File: src/rtl/vid_ser_pkg.sv
package vid_ser_pkg;
  typedef enum logic [1:0] {
    ACT_HOLD  = 2'd0,
    ACT_SHIFT = 2'd1,
    ACT_LOAD  = 2'd2
  } ser_act_e;

  // load wins over shift; shifting needs bits left
  function automatic ser_act_e decode_act(input logic load, input logic en, input logic busy);
    if (load)             return ACT_LOAD;
    else if (en && busy)  return ACT_SHIFT;
    else                  return ACT_HOLD;
  endfunction
endpackage

File: src/rtl/vs_ctrl.sv
module vs_ctrl #(
  parameter int DATA_W = 8
) (
  input  logic                 clk_i,
  input  logic                 rst_ni,
  input  logic                 load_i,
  input  logic                 pix_en_i,
  output vid_ser_pkg::ser_act_e act_o,
  output logic                 busy_o,
  output logic                 done_o
);
  import vid_ser_pkg::*;
  localparam int CNT_W = $clog2(DATA_W + 1);

  logic [CNT_W-1:0] left_q;
  logic             done_q;
  logic             last_bit;

  assign busy_o   = (left_q != '0);
  assign last_bit = (left_q == CNT_W'(1));
  assign act_o    = decode_act(load_i, pix_en_i, busy_o);

  always_ff @(posedge clk_i or negedge rst_ni) begin
    if (!rst_ni) begin
      left_q <= '0;
      done_q <= 1'b0;
    end else begin
      done_q <= pix_en_i && last_bit;
      unique case (act_o)
        ACT_LOAD:  left_q <= CNT_W'(DATA_W);
        ACT_SHIFT: left_q <= left_q - CNT_W'(1);
        default:   left_q <= left_q;
      endcase
    end
  end

  assign done_o = done_q;
endmodule

File: src/rtl/vs_shifter.sv
module vs_shifter #(
  parameter int DATA_W = 8
) (
  input  logic                  clk_i,
  input  logic                  rst_ni,
  input  vid_ser_pkg::ser_act_e act_i,
  input  logic [DATA_W-1:0]     data_i,
  output logic                  msb_o
);
  import vid_ser_pkg::*;
  logic [DATA_W-1:0] sr_q;

  always_ff @(posedge clk_i or negedge rst_ni) begin
    if (!rst_ni)                 sr_q <= '0;
    else if (act_i == ACT_LOAD)  sr_q <= data_i;
    else if (act_i == ACT_SHIFT) sr_q <= {sr_q[DATA_W-2:0], 1'b0};
  end

  assign msb_o = sr_q[DATA_W-1];
endmodule

File: src/rtl/vs_inv_latch.sv
module vs_inv_latch (
  input  logic                  clk_i,
  input  logic                  rst_ni,
  input  vid_ser_pkg::ser_act_e act_i,
  input  logic                  inv_i,
  output logic                  inv_o
);
  import vid_ser_pkg::*;
  always_ff @(posedge clk_i or negedge rst_ni) begin
    if (!rst_ni)                inv_o <= 1'b0;
    else if (act_i == ACT_LOAD) inv_o <= inv_i;
  end
endmodule

File: src/rtl/vid_serializer.sv
module vid_serializer #(
  parameter int DATA_W = 8
) (
  input  logic              clk_i,
  input  logic              rst_ni,
  input  logic              load_i,
  input  logic [DATA_W-1:0] data_i,
  input  logic              inv_i,
  input  logic              pix_en_i,
  output logic              pixel_o,
  output logic              byte_done_o
);
  import vid_ser_pkg::*;

  ser_act_e act;
  logic     busy, msb, inv_q;

  vs_ctrl #(.DATA_W(DATA_W)) u_ctrl (
    .clk_i(clk_i), .rst_ni(rst_ni), .load_i(load_i), .pix_en_i(pix_en_i),
    .act_o(act), .busy_o(busy), .done_o(byte_done_o)
  );

  vs_shifter #(.DATA_W(DATA_W)) u_shift (
    .clk_i(clk_i), .rst_ni(rst_ni), .act_i(act), .data_i(data_i), .msb_o(msb)
  );

  vs_inv_latch u_inv (
    .clk_i(clk_i), .rst_ni(rst_ni), .act_i(act), .inv_i(inv_i), .inv_o(inv_q)
  );

  // empty register shows background 0 before the XOR
  assign pixel_o = (busy & msb) ^ inv_q;
endmodule

File: config.mk
export PLATFORM = sky130hd
export DESIGN_NAME = vid_serializer
export DESIGN_NICKNAME = d
export VERILOG_FILES = /design/src/rtl/vid_ser_pkg.sv /design/src/rtl/vs_ctrl.sv /design/src/rtl/vs_shifter.sv /design/src/rtl/vs_inv_latch.sv /design/src/rtl/vid_serializer.sv
export SDC_FILE = /design/constraint.sdc
export NUM_CORES = 1
export LEC_CHECK = 0
export ABC_AREA = 1
export BUFFER_PORTS_ARGS = -buffer_cell sky130_fd_sc_hd__clkbuf_2
export CAP_MARGIN = 20
export CORE_MARGIN = 3
export CORE_UTILIZATION = 45
export CTS_BUF_LIST = sky130_fd_sc_hd__clkbuf_4 sky130_fd_sc_hd__clkbuf_8
export DETAILED_ROUTE_END_ITERATION = 16
export GPL_ROUTABILITY_DRIVEN = 1
export PLACE_DENSITY_LB_ADDON = 0.2
export SYNTH_ARGS = -nofsm -noshare
export SYNTH_HDL_FRONTEND = slang
export SYNTH_HIERARCHICAL = 1
export SYNTH_SLANG_ARGS = --single-unit
File: constraint.sdc
create_clock -name clk_i -period 2.1 [get_ports clk_i]
set_input_delay 0.42 -clock clk_i [delete_from_list [all_inputs] [get_ports clk_i]]
set_output_delay 0.42 -clock clk_i [all_outputs]
set_load 0.02 [all_outputs]
# After elaboration in Yosys (flattened, before gate mapping)
# Index checks and enable logic that the tools add are counted.
# classes
n_addsub	1
n_eq_ne	3
n_mux	5
n_bitwise	2
reduce_logical	4
# op_table
cell	count
$mux 8	2
$pmux 4 s2	1
$eq 4x1->1 const B	1
$reduce_bool 4->1	1
$sub 4x1->4 const B	1
$eq 2x1->1 const B	1
$eq 2x2->1 const B	1
$logic_and 1x1->1	2
$mux 2	1
$reduce_bool 2->1	1
$and 1x1->1	1
$mux 1	1
$xor 1x1->1	1
# word_totals
register_bits	14
inputBits	13
output_inout_bits	2
wordCells	19

# Logic depth before layout (Yosys ltp)
# Gate-level depths: netlist (run 1).
# depth
word_depth	7
depth_mapped	12
ltp_nobuf	11

# Hierarchy
# The synthesis (run 1) kept the hierarchy.
# by_module_without_submodules
mod	instances	cells_each	area_each_um2
vs_shifter	1	65	455.4
vs_ctrl	1	33	294.0
vs_inv_latch	1	6	45.0
vid_serializer	1	5	20.0

# Worst setup path after synthesis (run 1)
# OpenSTA, ideal clock, no wires.
# synth_timing
path_kind	register -> register
from	register u_ctrl.left_q[0]
to	register u_shift.sr_q[0]
setup_ps	76
arrival_ps	1553
required_ps	2024
path_slack_ps	471
path_stages_with_launch	12
n_path_buf	1
path_cell_list	dfrtp_1 inv_1 ha_1 nand2_4 nand2_4 nor2_4 inv_1 ha_1 buf_4 inv_6 nand3_1 o21ai_1
# synth_between
elab_chain_len	6
elab_cells_between_ends	8
classes_between	2 x eq/ne; 3 x mux; 3 x reduce/logical
# synth_rtl
item	line	rtl
start: declaration	vs_ctrl.sv:15	logic [CNT_W-1:0] left_q;
start signal: assignment	vs_ctrl.sv:30	ACT_LOAD: left_q <= CNT_W'(DATA_W);
start signal: assignment	vs_ctrl.sv:31	ACT_SHIFT: left_q <= left_q - CNT_W'(1);
start signal: assignment	vs_ctrl.sv:32	default: left_q <= left_q;
$reduce_bool 4->1 *	vs_ctrl.sv:19	assign busy_o = (left_q != '0);
via busy	vid_serializer.sv:16	logic busy, msb, inv_q;
$logic_and 1x1->1 *	vid_ser_pkg.sv:11	else if (en && busy) return ACT_SHIFT;
$mux 1 *	vid_ser_pkg.sv:11	
$mux 2 *	vid_ser_pkg.sv:10	if (load) return ACT_LOAD;
via act[0]	vid_serializer.sv:15	ser_act_e act;
$eq 2x2->1 or $eq 2x1->1 (tied branches)	vs_shifter.sv:15, vs_shifter.sv:16	
$mux 8 or $reduce_bool 2->1 (tied branches)	n/a	
end signal: assignment	vs_shifter.sv:15	else if (act_i == ACT_LOAD) sr_q <= data_i;
end signal: assignment	vs_shifter.sv:16	else if (act_i == ACT_SHIFT) sr_q <= {sr_q[DATA_W-2:0], 1'b0};
end: declaration	vs_shifter.sv:11	logic [DATA_W-1:0] sr_q;
# The timed path passes the listed nets; every way through them passes the cells marked *.
# A chain may end at the register's enable or synchronous reset.

# Worst setup path after layout (run 1)
# layout_timing
from	register u_ctrl.left_q[0]
to	output pixel_o
# layout_between
elab_chain_len	3
# layout_rtl
item	line	rtl
$reduce_bool 4->1	vs_ctrl.sv:19	
via busy	vid_serializer.sv:16	
$and 1x1->1	vid_serializer.sv:32	assign pixel_o = (busy & msb) ^ inv_q;
$xor 1x1->1	vid_serializer.sv:32	
end: declaration	vid_serializer.sv:10	output logic pixel_o,
# The timed path passes the listed nets, and every way through them passes these cells.

==> results of run 1 <==
## placed cells by master (no fill, tap or decap)
cell,count
nand2_1,38
nor2_1,2
clkbuf_4,3
nor2_2,1
clkbuf_2,14
ha_1,3
a31oi_1,1
nand2_4,2
nor2_4,1
dfrtp_1,14
o21ai_1,3
and3_2,1
inv_6,1
inv_4,1
nand2_2,2
nand3_1,13
inv_1,22
nand4_1,1
## sequential cells by signal, summed over array words and instances (netlist names)
signal and flops:
u_ctrl/done_o 1, u_ctrl/left_q 4, u_inv/inv_o 1, u_shift/sr_q 8
## kinds of logic (layout without fill, tap and decap cells)
logic type | after synthesis | after routing | share of synthesized area [%]
flip-flops | 14 | 14 | 43.0
AO/OA/AOI/OAI | 4 | 4 | 2.61
buffers and inverters | 27 | 41 | 15.2
AND/OR/NAND/NOR | 61 | 61 | 34.6
adder cells (fa/ha/maj) | 3 | 3 | 4.61
## how the worst min path moves through the flow
stage / cells past startpoint / slack [ns] / start / to
6_report: 1 / 0.04 / rst_ni / u_shift/sr_q[7]$_DFFE_PN0P_
4_1_cts: 1 / 0.04 / rst_ni / u_ctrl/left_q[0]$_DFFE_PN0P_
3_5_place_dp: 1 / 0.34 / rst_ni / u_ctrl/left_q[2]$_DFFE_PN0P_
2_1_floorplan: 0 / 0.12 / rst_ni / u_ctrl/done_o$_DFF_PN0_
3_3_place_gp: 1 / 0.35 / rst_ni / u_ctrl/done_o$_DFF_PN0_
5_1_grt: 1 / 0.04 / rst_ni / u_ctrl/left_q[2]$_DFFE_PN0P_
## power breakdown
| part | leakage [nW] | total (mW) | internal (mW) | switching, mW |
|---|---|---|---|---|
| clock network | 0.0138 | 0.141 | 0.0663 | 0.0752 |
| logic | 0.360 | 0.210 | 0.0794 | 0.131 |
| registers | 0.174 | 0.355 | 0.321 | 0.0337 |
## worst max-delay path, cell delays in order, from the launching register on
cell and delay, ns:
dfrtp_1 0.38, inv_1 0.11, ha_1 0.25, nand2_4 0.09
nand2_1 0.07, nand2_1 0.04, nand2_1 0.07, clkbuf_2 0.16
## per-stage QoR
step	area (um2)	power [mW]	hold slack [ns]
after floorplan	815	0.516	0.124
after global placement	888	0.564	0.350
after detailed placement	888	0.570	0.343
after CTS	911	0.717	0.0407
after global routing	911	0.768	0.0406
final	911	0.706	0.0375
## layout make-up
class	instances	area [um2]
multi-input combinational	68	340
tap	24	30.0
inverter	24	97.6
timing repair buffer	14	70.1
fill	172	701
sequential	14	350
clock buffer	3	22.5
## synth_stat cells
library cell  instances
buf_4                 2
nor2_2                1
inv_1                22
and3_2                1
dfrtp_1              14
nand4_1               1
inv_6                 1
inv_4                 1
nand2_2               2
nand3_1              13
o21ai_1               3
nor2_4                1
nand2_1              38
ha_1                  3
nor2_1                2
buf_6                 1
nand2_4               2
a31oi_1               1
## per-layer routing
layer | vias to the layer above | GRT usage (%) | part of all wire, %
met2 | 11 | 20.6 | 43
met1 | 289 | 16.5 | 51
met4 | 0 | 4.27 | 0.99
met5 | - | 0 | 0
li1 | 357 | - | -
met3 | 2 | 4.91 | 4.2
==> out/results.ini, run 1 <==
[clock_network]
clock-sinks=14
cts_hold_buf=0
tritoncts=yes
clock_latency_ns=0.27
cts_inserted_buffers=3
clockRootBuffer=clkbuf_4
clk_pin_slew_worst_paths_ns=0.07
postCtsResizedCells=0
clockBufferDepth=2
cts_setup_buffers=0
htreeDepth=1

[timing]
fin_skew_ns=0.00242
fmax_mhz=537
fin_crit_sh_pct=88.6
setup_viol=0
maxSlewViolCount=0
layout_setup_ws_ns=0.238
rsz0062_at_grt=no
min_period_ns=1.86
slew_headroom_pct=75.4
fin_tns_setup_ns=0
hold_viol=0
worst_pin_slew_ns=0.368

[die]
start_util_pct=50.5
die_area_mm2=0.00236
rows=14
die_height_um=48.5
num_io_pins=15
die_w_um=48.5
core_mm2=0.00161

[placement]
post-place-ws_ns=0.267
numPlacedInstances=144
hpwl_um=1090
io_buffers=14
place_congestion=0.773

[drt]
routed_via_density=4.48
ant_nets=0
vias=659
wire_per_inst_um=9.65
routed_wl_um=1420
first_pass_iters=4
drtIter0Drc=7
route.detailed.drc=0

[worst_setup_path]
ff2ff_path_depth=10
critPathLaunchType=flop
reg2reg_slack_ns=0.25
r2r_end=u_shift/sr_q[4]$_DFFE_PN0P_
cp-endpoint=pixel_o
crit_type=flop to output port
crit_path_start=u_ctrl/left_q[0]$_DFFE_PN0P_
worstPathMaxFanout=5
critPathRequiredTime_ns=1.68
reg2reg_from=u_ctrl/left_q[0]$_DFFE_PN0P_
endpoint_kind=output port
arrival_ns=1.44

[yosys]
synth-seq-area-share_pct=43.0
synth_area_per_cell_um2=7.47
netlist_instances=109
syn-num-nets=125
syn_area_um2=815
ys_top_cells_by_area=dfrtp_1 43%, nand2_1 18%, inv_1 10%, nand3_1 8.0%, ha_1 4.6%
synth_top_area_cell=dfrtp_1
ys_warn_count=6
yosys.area.top_type_share_pct=43.0
ys_ff_latch=14
synth.distinct_cells=18

[grt]
grt-ovfl-total=0
track_usage_pct=13.1
grt_pass1_wl_um=2400
antenna_found_initial=0
grt_pass1_vias=564
grt_max_degree=15

[layout]
diodes=0
final_util_pct=56.5
drive_above_1_share_pct=21.1
fin_nets=141
area_growth_syn_to_layout_pct=11.8
instances_no_fill=147

[power]
p_leak_nw=0.548
ir_drop_mv=0.585
p_per_area_mw_per_mm2=776

[status]
outcome=completed

[flow_run]
drv_cap=0

[worst_hold_path]
hold_class=input port to async pin

(Power assumes the default switching activity.)
==> inputs of run 2 (changes only) <==
Settings changed: MAX_ROUTING_LAYER set to met4, PLACE_DENSITY set to 0.76, PLACE_DENSITY_LB_ADDON 0.2 to not set, SLEW_MARGIN set to 20.
==> out/results.ini, run 2 (synthesized netlist as in run 1, its figures left out) <==
[clock_network]
clk_pin_slew_worst_paths_ns=0.09  ; was 0.07 ns
clock_latency_ns=0.28  ; was 0.27 ns
htreeDepth=1  ; unchanged
clockBufferDepth=2  ; unchanged
clockRootBuffer=clkbuf_4  ; unchanged
cts_setup_buffers=0  ; unchanged
clock-sinks=14  ; unchanged
cts_hold_buf=0  ; unchanged
postCtsResizedCells=0  ; unchanged
cts_inserted_buffers=3  ; unchanged
tritoncts=yes  ; unchanged

[worst_setup_path]
critPathRequiredTime_ns=1.68  ; about the same
endpoint_kind=output port  ; unchanged
critPathLaunchType=flop  ; unchanged
worstPathMaxFanout=5  ; unchanged
arrival_ns=1.48  ; was 1.44 ns
crit_type=flop to output port  ; unchanged

[drt]
route.detailed.drc=0  ; unchanged
routed_wl_um=1450  ; was 1420 um
ant_nets=0  ; unchanged
wire_per_inst_um=9.76  ; was 9.65 um
drtIter0Drc=11  ; was 7
first_pass_iters=4  ; unchanged
routed_via_density=4.41  ; was 4.48
vias=652  ; was 659

[timing]
worst_pin_slew_ns=0.373  ; was 0.368 ns
hold_viol=0  ; unchanged
min_period_ns=1.90  ; was 1.86 ns
maxSlewViolCount=0  ; unchanged
slew_headroom_pct=75.1  ; was 75.4%
setup_viol=0  ; unchanged
rsz0062_at_grt=no  ; unchanged
fmax_mhz=527  ; was 537 MHz
fin_crit_sh_pct=90.4  ; was 88.6%
fin_tns_setup_ns=0  ; unchanged
fin_skew_ns=0.00216  ; was 0.00242 ns

[power]
p_comb_share_pct=27.8  ; was 29.8%
internal_power_mw=0.506  ; was 0.467 mW
p_total_mw=0.766  ; was 0.706 mW
switching_power_mw=0.259  ; was 0.240 mW
swShare_pct=33.9  ; about the same
pwr-share-clk_pct=26.2  ; was 20.0%
ir_drop_mv=0.463  ; was 0.585 mV
power_frac_seq_pct=46.0  ; was 50.2%
p_leak_nw=0.555  ; was 0.548 nW
p_per_area_mw_per_mm2=828  ; was 776 mW/mm2

[die]
rows=14  ; unchanged
start_util_pct=50.5  ; unchanged
die_area_mm2=0.00236  ; unchanged
core_mm2=0.00161  ; unchanged
num_io_pins=15  ; unchanged
die_height_um=48.5  ; unchanged
die_w_um=48.5  ; unchanged

[placement]
hpwl_um=1100  ; was 1090 um
io_buffers=14  ; unchanged
numPlacedInstances=144  ; unchanged
placed_area_um2=888  ; unchanged
place_congestion=0.809  ; was 0.773

[layout]
drive_above_1_share_pct=21.8  ; was 21.1%
final_cell_mix=38 x nand2_1, 22 x inv_1, 14 x clkbuf_2, 14 x dfrtp_1, 13 x nand3_1  ; unchanged
diodes=0  ; unchanged
area_growth_syn_to_layout_pct=13.5  ; was 11.8%
largest_reg_flops=8  ; unchanged
fin_nets=141  ; unchanged
fin_area_um2=925  ; was 911 um2
top_register=u_shift/sr_q  ; unchanged
instances_no_fill=148  ; was 147
reg.largest.list=u_shift/sr_q (8), u_ctrl/left_q (4)  ; unchanged
layout_commonest_cell=nand2_1  ; unchanged
nFillCells=161  ; was 172

[grt]
grt_pass1_wl_um=2510  ; was 2400 um
grt-ovfl-total=0  ; unchanged
antenna_found_initial=0  ; unchanged
grt_pass1_vias=592  ; was 564
grt_max_degree=15  ; unchanged
track_usage_pct=14.2  ; was 13.1%

[flow_run]
drv_cap=0  ; unchanged

[status]
outcome=completed  ; unchanged

[worst_hold_path]
hold_class=input port to async pin  ; unchanged

-- run 2: cell types whose count changed in the layout (fill, tap and decap cells not counted) --
cell,change
clkbuf_8,+1
-- run 2: worst paths after layout --
path | from | endpoint | slack, ns | cells past startpoint
worst max-delay path | u_ctrl/left_q[0]$_DFFE_PN0P_ | pixel_o | 0.20 | 7
worst min-delay path | rst_ni | u_shift/sr_q[0]$_DFFE_PN0P_ | 0.02 | 1
worst max register to register | u_ctrl/left_q[0]$_DFFE_PN0P_ | u_shift/sr_q[3]$_DFFE_PN0P_ | 0.26 | 10
worst min register to register | u_shift/sr_q[3]$_DFFE_PN0P_ | u_shift/sr_q[3]$_DFFE_PN0P_ | 0.49 | 2
max in group asynchronous | rst_ni | u_shift/sr_q[3]$_DFFE_PN0P_ | 1.82 | 1
min in group clk_i | inv_i | u_inv/inv_o$_DFFE_PN0N_ | 0.36 | 3
-- run 2: metrics by stage --
stage	hold WS (ns)	utilization (%)	worst slack [ns]
after CTS	0.0346	57.4	0.196
after detailed placement	0.349	55.1	0.279
after floorplan	0.124	-	0.471
final	0.0249	57.4	0.201
after global routing	0.0346	57.4	0.0921
after global placement	0.346	55.1	0.322
-- run 2: final cells by class --
class                           instances  area [um2]  area share, %
Timing Repair Buffer                   14        70.1           7.58
Clock buffer                            4        36.3           3.92
Sequential cell                        14         350           37.9
Multi-Input combinational cell         68         340           36.8
Tap cell                               24        30.0           3.25
Inverter                               24        97.6           10.6
-- run 2: worst max-delay path, cell delays in order (launching register included) --
cell      delay, ns
dfrtp_1        0.39
inv_1          0.11
ha_1           0.26
nand2_4        0.10
nand2_1        0.08
nand2_1        0.04
nand2_1        0.06
clkbuf_2       0.16
-- run 2: power groups by stage --
stage	logic, mW	clock network (mW)	registers, mW
final	0.213	0.201	0.352
after global routing	0.246	0.217	0.358
after CTS	0.216	0.204	0.353
after detailed placement	0.214	0	0.357
after global placement	0.206	0	0.357
after floorplan	0.166	0	0.350
-- run 2: metal layers --
metal | track usage [%] | wire length [um]
met1 | 16.1 | 660
met2 | 22.9 | 689
met3 | 5.83 | 86
met4 | 4.27 | 9
met5 | - | 0
==> inputs of run 3 (changes only) <==
Settings changed: RECOVER_POWER set to 50.
==> out/results.ini, run 3 (synthesized netlist as in run 1, its figures left out) <==
[status]
outcome=completed  ; unchanged

[die]
die_height_um=48.5  ; unchanged
start_util_pct=50.5  ; unchanged
die_w_um=48.5  ; unchanged
core_mm2=0.00161  ; unchanged
rows=14  ; unchanged
num_io_pins=15  ; unchanged
die_area_mm2=0.00236  ; unchanged

[grt]
grt_max_degree=15  ; unchanged
grt_pass1_vias=592  ; unchanged
track_usage_pct=14.2  ; unchanged
grt-ovfl-total=0  ; unchanged
antenna_found_initial=0  ; unchanged
grt_pass1_wl_um=2510  ; unchanged

[worst_setup_path]
arrival_ns=1.48  ; about the same
endpoint_kind=output port  ; unchanged
crit_type=flop to output port  ; unchanged
critPathLaunchType=flop  ; unchanged
worstPathMaxFanout=5  ; unchanged
reg2reg_slack_ns=0.26  ; about the same
critPathRequiredTime_ns=1.68  ; about the same

[drt]
route.detailed.drc=0  ; unchanged
drtIter0Drc=11  ; unchanged
routed_via_density=4.41  ; unchanged
wire_per_inst_um=9.76  ; about the same
ant_nets=0  ; unchanged
vias=652  ; unchanged
routed_wl_um=1440  ; was 1450 um
first_pass_iters=4  ; unchanged

[layout]
fin_nets=141  ; unchanged
nFillCells=161  ; unchanged
multi_input_area_um2=340  ; unchanged
layout_commonest_cell=nand2_1  ; unchanged
instances_no_fill=148  ; unchanged
regArea_um2=350  ; unchanged
fin_area_um2=923  ; was 925 um2
top_register=u_shift/sr_q  ; unchanged
largest_reg_flops=8  ; unchanged
drive_above_1_share_pct=21.0  ; was 21.8%
final_util_pct=57.3  ; was 57.4%
reg.largest.list=u_shift/sr_q (8), u_ctrl/left_q (4)  ; unchanged
final_cell_mix=38 x nand2_1, 22 x inv_1, 14 x dfrtp_1  ; was 38 x nand2_1, 22 x inv_1, 14 x clkbuf_2, 14 x dfrtp_1, 13 x nand3_1
area_growth_syn_to_layout_pct=13.4  ; was 13.5%
diodes=0  ; unchanged

[timing]
setup_viol=0  ; unchanged
fin_crit_sh_pct=90.4  ; unchanged
fmax_mhz=527  ; unchanged
slew_headroom_pct=49.9  ; was 75.1%
rsz0062_at_grt=no  ; unchanged
fin_tns_setup_ns=0  ; unchanged
worst_pin_slew_ns=0.751  ; was 0.373 ns
fin_skew_ns=0.00216  ; unchanged
layout_setup_ws_ns=0.201  ; unchanged
min_period_ns=1.90  ; unchanged
holdWs_ns=0.169  ; was 0.0249 ns
maxSlewViolCount=0  ; unchanged
hold_viol=0  ; unchanged

[clock_network]
clk_pin_slew_worst_paths_ns=0.09  ; about the same
cts_setup_buffers=0  ; unchanged
htreeDepth=1  ; unchanged
postCtsResizedCells=0  ; unchanged
cts_hold_buf=0  ; unchanged
clockRootBuffer=clkbuf_4  ; unchanged
tritoncts=yes  ; unchanged
clockBufferDepth=2  ; unchanged
clock-sinks=14  ; unchanged
cts_inserted_buffers=3  ; unchanged
clock_latency_ns=0.28  ; about the same

[power]
ir_drop_mv=0.463  ; about the same
p_total_mw=0.765  ; was 0.766 mW
p_per_area_mw_per_mm2=829  ; was 828 mW/mm2
p_leak_nw=0.552  ; was 0.555 nW

[placement]
numPlacedInstances=144  ; unchanged
place_congestion=0.809  ; unchanged
placed_area_um2=888  ; unchanged
post-place-ws_ns=0.279  ; unchanged
hpwl_um=1100  ; unchanged
io_buffers=14  ; unchanged

[flow_run]
drv_cap=0  ; unchanged

[worst_hold_path]
hold_class=input port to async pin  ; unchanged

-- run 3: layer usage --
layer	wire [um]	vias up	GRT usage, %
li1	-	356	-
met1	659	278	16.1
met2	689	16	22.9
met3	86	2	5.83
met4	9	0	4.27
met5	0	-	-
-- run 3: cell type report --
class                   count  share of cell area (%)
multi-input cells          68                    36.9
repair buffers             14                    7.45
inverters                  24                    10.6
flip-flops and latches     14                    37.9
well taps                  24                    3.25
clock buffers               4                    3.93
-- run 3: report_power, final --
part | switching [mW] | internal, mW | total [mW]
clock | 0.0951 | 0.105 | 0.201
combinational | 0.133 | 0.0797 | 0.213
sequential | 0.0312 | 0.321 | 0.352
-- run 3: worst max-delay path: stages (launching register included) --
cell and delay (ns):
dfrtp_1 0.39, inv_1 0.11, ha_1 0.26, nand2_4 0.10
nand2_1 0.08, nand2_1 0.04, nand2_1 0.06, clkbuf_2 0.16
-- run 3: worst paths after layout --
check | endpoint | depth (start not counted) | startpoint
max | pixel_o | 7 | u_ctrl/left_q[0]$_DFFE_PN0P_
min | u_shift/sr_q[0]$_DFFE_PN0P_ | 1 | rst_ni
max reg2reg | u_shift/sr_q[3]$_DFFE_PN0P_ | 10 | u_ctrl/left_q[0]$_DFFE_PN0P_
min reg2reg | u_shift/sr_q[3]$_DFFE_PN0P_ | 2 | u_shift/sr_q[3]$_DFFE_PN0P_
max in group asynchronous | u_shift/sr_q[3]$_DFFE_PN0P_ | 1 | rst_ni
min in group clk_i | u_inv/inv_o$_DFFE_PN0N_ | 3 | inv_i
